**config.mk**
```make
export PLATFORM = sky130hd
export DESIGN_NAME = i2c_tgt_top
export DESIGN_NICKNAME = d
export VERILOG_FILES = /design/src/rtl/i2c_tgt_pkg.sv /design/src/rtl/i2c_tgt_lines.sv /design/src/rtl/i2c_tgt_wdog.sv /design/src/rtl/i2c_tgt_top.sv
export SDC_FILE = /design/constraint.sdc
export NUM_CORES = 1
export LEC_CHECK = 0
export ABC_AREA = 1
export CAP_MARGIN = 20
export CORE_AREA = 2 2 129 131
export CTS_CLUSTER_SIZE = 16
export DETAILED_ROUTE_END_ITERATION = 16
export DIE_AREA = 0 0 131 133
export SYNTH_ARGS = -nofsm -noshare
export SYNTH_HDL_FRONTEND = slang
export SYNTH_HIERARCHICAL = 1
export SYNTH_SLANG_ARGS = --single-unit
```
**constraint.sdc**
```tcl
create_clock -name clk -period 4.3 [get_ports clk]
set_input_delay 0.86 -clock clk [delete_from_list [all_inputs] [get_ports clk]]
set_output_delay 0.86 -clock clk [all_outputs]
set_load 0.02 [all_outputs]
```
**src/rtl/i2c_tgt_pkg.sv**
```systemverilog
package i2c_tgt_pkg;
   typedef enum logic [2:0] {
      ST_IDLE,
      ST_ADDR,
      ST_AACK,
      ST_WR,
      ST_WACK,
      ST_RD,
      ST_RACK,
      ST_WAIT
   } tgt_state_e;
endpackage

```
**src/rtl/i2c_tgt_lines.sv**
```systemverilog
module i2c_tgt_lines #(
   parameter int NL     = 2,
   parameter int STAGES = 2
) (
   input  logic          clk,
   input  logic          rst_n,
   input  logic [NL-1:0] din,
   output logic [NL-1:0] lvl,
   output logic [NL-1:0] rise,
   output logic [NL-1:0] fall
);
   if (STAGES < 2) begin : g_bad
      $error("i2c_tgt_lines: STAGES must be at least 2");
   end

   for (genvar g = 0; g < NL; g++) begin : g_line
      logic [STAGES:0] pipe;
      always_ff @(posedge clk or negedge rst_n) begin
         if (!rst_n) pipe <= '1;
         else        pipe <= {pipe[STAGES-1:0], din[g]};
      end
      assign lvl[g]  = pipe[STAGES-1];
      assign rise[g] = pipe[STAGES-1] & ~pipe[STAGES];
      assign fall[g] = ~pipe[STAGES-1] & pipe[STAGES];
   end
endmodule

```
**src/rtl/i2c_tgt_wdog.sv**
```systemverilog
module i2c_tgt_wdog #(
   parameter int W = 16
) (
   input  logic         clk,
   input  logic         rst_n,
   input  logic         clr,
   input  logic         arm,
   input  logic [W-1:0] limit,
   output logic         fire
);
   if (W < 2) begin : g_bad
      $error("i2c_tgt_wdog: W must be at least 2");
   end

   logic [W-1:0] cnt;
   logic         armed;

   always_ff @(posedge clk or negedge rst_n) begin
      if (!rst_n) begin
         cnt <= '0; armed <= 1'b0; fire <= 1'b0;
      end else if (clr) begin
         cnt <= '0; armed <= 1'b0; fire <= 1'b0;
      end else if (arm) begin
         cnt <= '0; armed <= 1'b1; fire <= 1'b0;
      end else if (armed && limit != '0) begin
         if (cnt == limit - 1'b1) begin
            fire <= 1'b1; armed <= 1'b0;
         end else begin
            cnt <= cnt + 1'b1; fire <= 1'b0;
         end
      end else begin
         fire <= 1'b0;
      end
   end

   AST_FIRE_NEEDS_ARM: assert property (@(posedge clk) disable iff (!rst_n)
      fire |-> $past(armed));
   AST_FIRE_SINGLE: assert property (@(posedge clk) disable iff (!rst_n)
      fire |=> !fire);
   AST_ZERO_LIMIT_QUIET: assert property (@(posedge clk) disable iff (!rst_n)
      (limit == '0) |=> !fire);
endmodule

```
**src/rtl/i2c_tgt_top.sv**
```systemverilog
module i2c_tgt_top
   import i2c_tgt_pkg::*;
#(
   parameter int              DATA_W      = 8,
   parameter int              ADDR_W      = 7,
   parameter int              SYNC_STAGES = 2,
   parameter int              TMO_W       = 16,
   parameter int              MODE_W      = 4,
   parameter logic [MODE_W-1:0] SLAVE_MODE = 4'h6
) (
   input  logic              clk,
   input  logic              rst_n,
   input  logic              scl_i,
   input  logic              sda_i,
   output logic              sda_oe,
   input  logic              en,
   input  logic [MODE_W-1:0] mode,
   input  logic [ADDR_W-1:0] own_addr,
   input  logic [TMO_W-1:0]  tmo_limit,
   input  logic [DATA_W-1:0] tx_data,
   input  logic              tx_load,
   output logic [DATA_W-1:0] rx_data,
   output logic              rx_valid,
   output logic              start_flag,
   output logic              tmo_pulse
);
   localparam int CNT_W = $clog2(DATA_W + 1);
   localparam logic [CNT_W-1:0] LAST = CNT_W'(DATA_W - 1);

   if (DATA_W != ADDR_W + 1) begin : g_bad_w
      $error("i2c_tgt_top: address plus direction must fill one byte");
   end

   logic [1:0] lv, rs, fl;
   i2c_tgt_lines #(.NL(2), .STAGES(SYNC_STAGES)) u_lines (
      .clk(clk), .rst_n(rst_n), .din({scl_i, sda_i}),
      .lvl(lv), .rise(rs), .fall(fl)
   );
   logic scl_lvl, sda_lvl, scl_rise, scl_fall, start_det, stop_det;
   assign scl_lvl   = lv[1];
   assign sda_lvl   = lv[0];
   assign scl_rise  = rs[1];
   assign scl_fall  = fl[1];
   assign start_det = fl[0] & scl_lvl;
   assign stop_det  = rs[0] & scl_lvl;

   logic soft_rst, tmo_fire, abort;
   assign soft_rst = !en || (mode != SLAVE_MODE);

   i2c_tgt_wdog #(.W(TMO_W)) u_wdog (
      .clk(clk), .rst_n(rst_n), .clr(soft_rst | stop_det),
      .arm(start_det), .limit(tmo_limit), .fire(tmo_fire)
   );
   assign tmo_pulse = tmo_fire;
   assign abort     = soft_rst | tmo_fire;

   logic [DATA_W-1:0] txbuf;
   always_ff @(posedge clk or negedge rst_n) begin
      if (!rst_n)       txbuf <= '0;
      else if (tx_load) txbuf <= tx_data;
   end

   tgt_state_e        state;
   logic [CNT_W-1:0]  cnt;
   logic [DATA_W-2:0] sh_rx;
   logic [DATA_W-1:0] sh_tx;
   logic              ack_on, mack, rw;

   always_ff @(posedge clk or negedge rst_n) begin
      if (!rst_n) begin
         state <= ST_IDLE; cnt <= '0; sh_rx <= '0; sh_tx <= '0;
         sda_oe <= 1'b0; ack_on <= 1'b0; mack <= 1'b0; rw <= 1'b0;
         rx_data <= '0; rx_valid <= 1'b0; start_flag <= 1'b0;
      end else begin
         rx_valid <= 1'b0;
         if (abort) begin
            state <= ST_IDLE; cnt <= '0; sda_oe <= 1'b0;
            ack_on <= 1'b0; start_flag <= 1'b0;
         end else if (start_det) begin
            state <= ST_ADDR; cnt <= '0; sda_oe <= 1'b0;
            ack_on <= 1'b0; start_flag <= 1'b1;
         end else if (stop_det) begin
            state <= ST_IDLE; sda_oe <= 1'b0;
            ack_on <= 1'b0; start_flag <= 1'b0;
         end else begin
            case (state)
               ST_ADDR, ST_WR: if (scl_rise) begin
                  sh_rx <= {sh_rx[DATA_W-3:0], sda_lvl};
                  if (cnt == LAST) begin
                     cnt <= '0;
                     if (state == ST_ADDR) begin
                        rw    <= sda_lvl;
                        state <= (sh_rx == own_addr) ? ST_AACK : ST_WAIT;
                     end else begin
                        rx_data  <= {sh_rx, sda_lvl};
                        rx_valid <= 1'b1;
                        state    <= ST_WACK;
                     end
                  end else begin
                     cnt <= cnt + 1'b1;
                  end
               end
               ST_AACK, ST_WACK: if (scl_fall) begin
                  if (!ack_on) begin
                     sda_oe <= 1'b1; ack_on <= 1'b1;
                  end else begin
                     ack_on <= 1'b0;
                     if (state == ST_AACK && rw) begin
                        state  <= ST_RD;
                        sh_tx  <= txbuf;
                        sda_oe <= ~txbuf[DATA_W-1];
                     end else begin
                        state  <= ST_WR;
                        sda_oe <= 1'b0;
                     end
                  end
               end
               ST_RD: begin
                  if (scl_rise) begin
                     if (cnt == LAST) begin
                        cnt <= '0; state <= ST_RACK;
                     end else begin
                        cnt <= cnt + 1'b1;
                     end
                  end
                  if (scl_fall) begin
                     sh_tx  <= sh_tx << 1;
                     sda_oe <= ~sh_tx[DATA_W-2];
                  end
               end
               ST_RACK: begin
                  if (scl_rise && ack_on) mack <= ~sda_lvl;
                  if (scl_fall) begin
                     if (!ack_on) begin
                        sda_oe <= 1'b0; ack_on <= 1'b1;
                     end else begin
                        ack_on <= 1'b0;
                        if (mack) begin
                           state  <= ST_RD;
                           sh_tx  <= txbuf;
                           sda_oe <= ~txbuf[DATA_W-1];
                        end else begin
                           state <= ST_WAIT;
                        end
                     end
                  end
               end
               default: ;
            endcase
         end
      end
   end

   AST_START_TO_ADDR: assert property (@(posedge clk) disable iff (!rst_n || soft_rst)
      (start_det && !tmo_fire) |=> (state == ST_ADDR && cnt == '0));
   AST_START_NO_STROBE: assert property (@(posedge clk) disable iff (!rst_n)
      start_det |=> !rx_valid);
   AST_STOP_CLEARS_FLAG: assert property (@(posedge clk) disable iff (!rst_n)
      stop_det |=> !start_flag);
   AST_OE_RISES_SCL_LOW: assert property (@(posedge clk) disable iff (!rst_n)
      $rose(sda_oe) |-> !scl_lvl);
   AST_SOFT_IDLE: assert property (@(posedge clk) disable iff (!rst_n)
      soft_rst |=> (state == ST_IDLE && !sda_oe && !start_flag));
   AST_TMO_IDLE: assert property (@(posedge clk) disable iff (!rst_n)
      tmo_fire |=> (!start_flag && !sda_oe));
   AST_NACK_KEEPS_OPEN: assert property (@(posedge clk) disable iff (!rst_n)
      (state == ST_WAIT) |-> start_flag);
   AST_RXV_SINGLE: assert property (@(posedge clk) disable iff (!rst_n)
      rx_valid |=> !rx_valid);
endmodule

```
* Word-level counts from Yosys, hierarchy flattened
Cells that the tools add are included.
** Word-level totals
- Logic and storage cells :: 167
- Input bits :: 41
- Register bits :: 67
- Output and inout bits :: 12
** Operators by class
- Reduce and logical (&&, ||, !) cells :: 31
- Bitwise gates (word level) :: 18
- Mux-type cells :: 69
- Equal/unequal tests :: 29
- Add/sub/neg operators :: 3
** Operators by type and width (count)
- $mux W16 :: 4
- $mux W7 :: 7
- $ne A5 B5 Y1 const B :: 9
- $mux W3 :: 14
- $mux W1 :: 34
- $mux W4 :: 6
- $pmux W7 S3 :: 1
- $reduce_bool A3 Y1 :: 6
- $add A16 B1 Y16 const B :: 1
- $eq A16 B16 Y1 :: 1
- $reduce_bool A16 Y1 :: 1
- $sub A16 B1 Y16 const B :: 1
- $reduce_and A5 Y1 :: 3
- $ne A2 B2 Y1 const B :: 7
- $reduce_and A7 Y1 :: 2
- $pmux W3 S4 :: 1
- $reduce_and A11 Y1 :: 1
- $not A1 Y1 :: 10
- $eq A3 B3 Y1 const B :: 3
- $reduce_and A9 Y1 :: 1
- $reduce_bool A4 Y1 :: 2
- $eq A7 B7 Y1 :: 1
- $reduce_bool A7 Y1 :: 1
- $and A1 B1 Y1 :: 6
- 18 further kinds :: 27

* Longest topological paths before layout
- Depth after elaboration :: 9
- Gate-level depth with buffers :: 17
- Gate-level depth less buffers :: 17

* Hierarchy
Netlist, hierarchy kept.
** Modules (own cells, without submodules)
- i2c_tgt_top :: cells each 278, area an instance 2248.4 um2, sequential area each 1076.0 um2, instances 1
- i2c_tgt_wdog :: cells each 357, area an instance 2245.9 um2, sequential area each 450.4 um2, instances 1
- i2c_tgt_lines :: cells each 16, area an instance 202.7 um2, sequential area each 157.7 um2, instances 1

* Worst setup path after synthesis
Ideal clock, no wire load.
- Kind :: input to register
- Start :: in tmo_limit[0]
- End :: reg u_wdog.cnt[9]
- Stages on the path :: 13
- Required time :: 4.235 ns
- Path slack :: 1.795 ns
- Setup time :: 0.065 ns
- Arrival :: 2.440 ns
- Path buffers :: 1
- Cells stage by stage :: inv_2 -> ha_1 -> inv_2 -> nor2_2 -> nand3_2 -> nor2_4 -> nand2_2 -> o41ai_4 -> nand2_1 -> nand2_4 -> buf_12 -> nand2_1 -> nand2_1
** Between the ends
- Cells in the longest elaborated chain, start to end :: 4
- Elaborated cells between the ends (all ways) :: 7
- Classes of those cells :: add/sub (1); eq/ne (2); reduce/logical (4)
** RTL lines
- start, declared :: line i2c_tgt_top.sv:19 : input logic [TMO_W-1:0] tmo_limit,
- $sub A16 B1 Y16 or $reduce_bool A16 Y1 (tied branches) :: line i2c_tgt_wdog.sv:26, i2c_tgt_wdog.sv:25
- $eq A16 B16 Y1 or $logic_and A1 B1 Y1 (tied branches) :: line i2c_tgt_wdog.sv:26, i2c_tgt_wdog.sv:25
- $ne A3 B2 Y1 (no line) or $reduce_bool A3 Y1 (tied branches)
- $reduce_and A2 Y1 (no line) *
- end signal, assigned :: line i2c_tgt_wdog.sv:22 : cnt <= '0; armed <= 1'b0; fire <= 1'b0;
- end signal, assigned :: line i2c_tgt_wdog.sv:24 : cnt <= '0; armed <= 1'b1; fire <= 1'b0;
- end signal, assigned :: line i2c_tgt_wdog.sv:29 : cnt <= cnt + 1'b1; fire <= 1'b0;
- end, declared :: line i2c_tgt_wdog.sv:15 : logic [W-1:0] cnt;
Every way passes the cells marked *; elsewhere a longest branch is shown, timed or not.
A chain may end at the register's enable or synchronous reset.

* Worst setup path in the final report
- Start :: in tmo_limit[0]
- End :: reg u_wdog.cnt[0]
The elaborated chain is that of the path after synthesis.

==> results.cfg <==
[worst_setup_path]
reg2reg_depth = 10
path_class = in2reg
cpMostUsedCell = nand2_1
crit_fanout = 16
critical_path_arrival_ns = 3.29
r2r_start = u_lines/g_line[0].pipe[2]
max_stage_delay_ns = 0.48
crit_end = u_wdog/cnt[0]
cp-end-kind = register
r2r_slack_ns = 2.05
startpoint_type = input port
critPathLaunch = tmo_limit[0]
r2r_end = u_wdog/armed
cpMaxStageDelayCell = clkdlybuf4s50_1
crit_chain = clkdlybuf4s50_1 -> inv_2 -> ha_1 -> inv_2 -> nor2_2 -> nand3_2 -> nor2_4 -> nand2_2 -> nand2_1 -> nand2_1 -> nand2_1 -> inv_1 -> nor2_1 -> nand3_4 -> nand2_4 -> nand2_1 -> nand2_1
cp.required_ns = 4.56

[drt]
route.met3.wl_um = 410
wl_met2_um = 4680
drt_iter0_markers = 202
antenna_left = 0
viasPerCell = 4.44
drtPass1Iterations = 4
wl_met1_um = 5390
avgRoutedWirePerCell_um = 11.5
drt_wl_total_um = 10600
vias = 4106
drc = 0
highest_layer = met4

[timing]
relSlewSlack_pct = 58.5
grt_setup_unrepaired = no
setup_violations = 0
skew_ns = 0.00461
worstMarginPinSlew_ns = 0.622
tns_ns = 0
final.period_utilization_pct = 70.5
min_period_ns = 3.03
holdWs_ns = 0.354
finalMaxSlewViolations = 0
finalHoldViolations = 0
fmax_mhz = 330

[placed_design]
port_buffers = 52
place_area_mm2 = 0.00536
gp_congestion = 0.869
dp_cells = 908
dp_hpwl_um = 8130

[power_and_ir_drop]
switching_share_pct = 23.4
seqPwrFrac_pct = 44.1
p_per_area_mw_per_mm2 = 261
total_power_uw = 1470
internal_power_uw = 1130
pwr-share-comb_pct = 10.3
clkPwrFrac_pct = 45.6
p_sw_uw = 343
p_leak_uw = 0.00259
vdd_drop_max_mv = 0.170

[synthesis]
syn_area_mm2 = 0.00470
synth_nets = 695
synth_cell_types = 48
ys_seq_area_share_pct = 35.9
syn_area_per_cell_um2 = 7.22
yosysWarnings = 6
synthArstFlopShare_pct = 100
ys_ff_latch = 67
synth-edff-count = 0
synth_cells = 651
synth_flop_cell = dfrtp_1

[worst_hold_path]
holdCritPathClass = reg2reg
min_from = u_lines/g_line[0].pipe[0]

[clock_tree]
hold_buffers = 0
clock_sinks = 67
h-tree-depth = 3
clk_pin_slew_ns = 0.05
cts_setup_buffers = 0
clock_path_buffers = 2
numCtsBuffers = 9
cts_tree = done
root_buffer = clkbuf_16
clkLatencyLatePin_ns = 0.33
post_cts_resized = 0

[outcome]
status = finished clean

[floorplan]
die_w_um = 131
dieHeight_um = 133
core.rowCount = 47
die-area_mm2 = 0.0174
io_pins = 53
core_area_mm2 = 0.0162
start_util_pct = 29.0

[final_layout]
fin_cells = 924
layout.nets = 743
diodes = 0
layout_common_cells = nand2_1, inv_1, dfrtp_1
layout_commonest_cell = nand2_1
syn_to_final_growth_pct = 20.0
drive_gt1_share_pct = 14.6
postLayoutCellArea_mm2 = 0.00564

[grt]
grtUsageTotal_pct = 13.0
overflow = 0
grt_pass1_wl_um = 18300
grt_pass1_vias = 3951
grt_max_degree = 42
antenna_found_initial = 0

[run]
maxCapViolCount = 0
[layer usage]
metal,track usage (%),up-vias
met3,3.44,13
met1,17.6,1862
met2,20.7,59
met4,3.13,0
li1,-,2172
met5,0,-
[critical path, delay by kind of cell]
family / cells / cell delay (ns)
adders and majority gates: 1 / 0.20
buffers and inverters: 4 / 0.69
and+or+nand+nor: 12 / 1.51
[worst min path at each step]
stage | end | slack, ns | cells after the start
after floorplan | u_lines/g_line[0].pipe[1] | 0.35 | 0
after global placement | u_lines/g_line[1].pipe[1] | 0.35 | 0
after detailed placement | u_lines/g_line[0].pipe[1] | 0.35 | 0
after CTS | u_lines/g_line[0].pipe[1] | 0.36 | 0
after global routing | u_lines/g_line[0].pipe[1] | 0.36 | 0
final | u_lines/g_line[0].pipe[1] | 0.35 | 0
[cell families (layout without fill, tap and decap cells)]
logic type / after synthesis / after routing / share of synthesized area [%]
DFF: 67 / 67 / 35.9
AOI/OAI and AO/OA: 74 / 74 / 10.0
buffers and inverters: 106 / 159 / 10.1
xor gates and xnor gates: 17 / 17 / 3.33
and+or+nand+nor: 383 / 383 / 39.6
adders and majority gates: 3 / 3 / 0.799
muxes: 1 / 1 / 0.240
[cell usage after synthesis, types with 4 or more instances]
library cell,n,area (um^2)
a21oi_1,10,50.1
buf_2,4,20.0
buf_6,6,67.6
dfrtp_1,61,1530
dfstp_2,6,158
inv_1,81,304
inv_2,7,26.3
nand2_1,184,691
nand2_2,21,131
nand3_1,50,250
nand3_2,6,60.1
nand3b_1,5,37.5
nand4_1,11,68.8
nor2_1,55,206
nor2_2,10,62.6
nor2_4,6,67.6
nor3_1,15,75.1
nor4_1,6,37.5
o21ai_0,27,135
o21ai_1,11,55.1
o21ai_2,14,123
xor2_1,15,131
[layout make-up]
class | instances | area [um^2]
multi-input cells | 478 | 2540
clock buffers | 14 | 264
repair buffers | 55 | 538
inverters | 88 | 330
fillers | 1735 | 10500
flip-flops and latches | 67 | 1680
clock inverters | 2 | 10.0
well taps | 220 | 275
[flip-flops by register name, indices dropped and copies added (netlist names)]
register and cells:
txbuf 8, mack 1, cnt 4, u_wdog/fire 1
rx_data 8, start_flag 1, rw 1, ack_on 1
rx_valid 1, sh_tx 7, sh_rx 7, u_lines/g_line.pipe 6
state 3, u_wdog/armed 1, sda_oe 1, u_wdog/cnt 16
[through the flow]
| stage | utilization [%] | setup slack [ns] |
|---|---|---|
| after floorplan | - | 1.80 |
| after global placement | 33.2 | 0.991 |
| after detailed placement | 33.2 | 0.948 |
| after CTS | 34.9 | 1.29 |
| after global routing | 34.9 | 0.999 |
| final | 34.9 | 1.27 |
[power by group through the flow]
stage          Clock (uW)  Combinational, uW  Sequential [uW]
2_1_floorplan           0               82.2              658
3_3_place_gp            0                153              659
3_5_place_dp            0                154              660
4_1_cts               700                154              649
5_1_grt               724                172              649
6_report              670                151              649
Note: power is estimated with default switching activity, not from simulation.
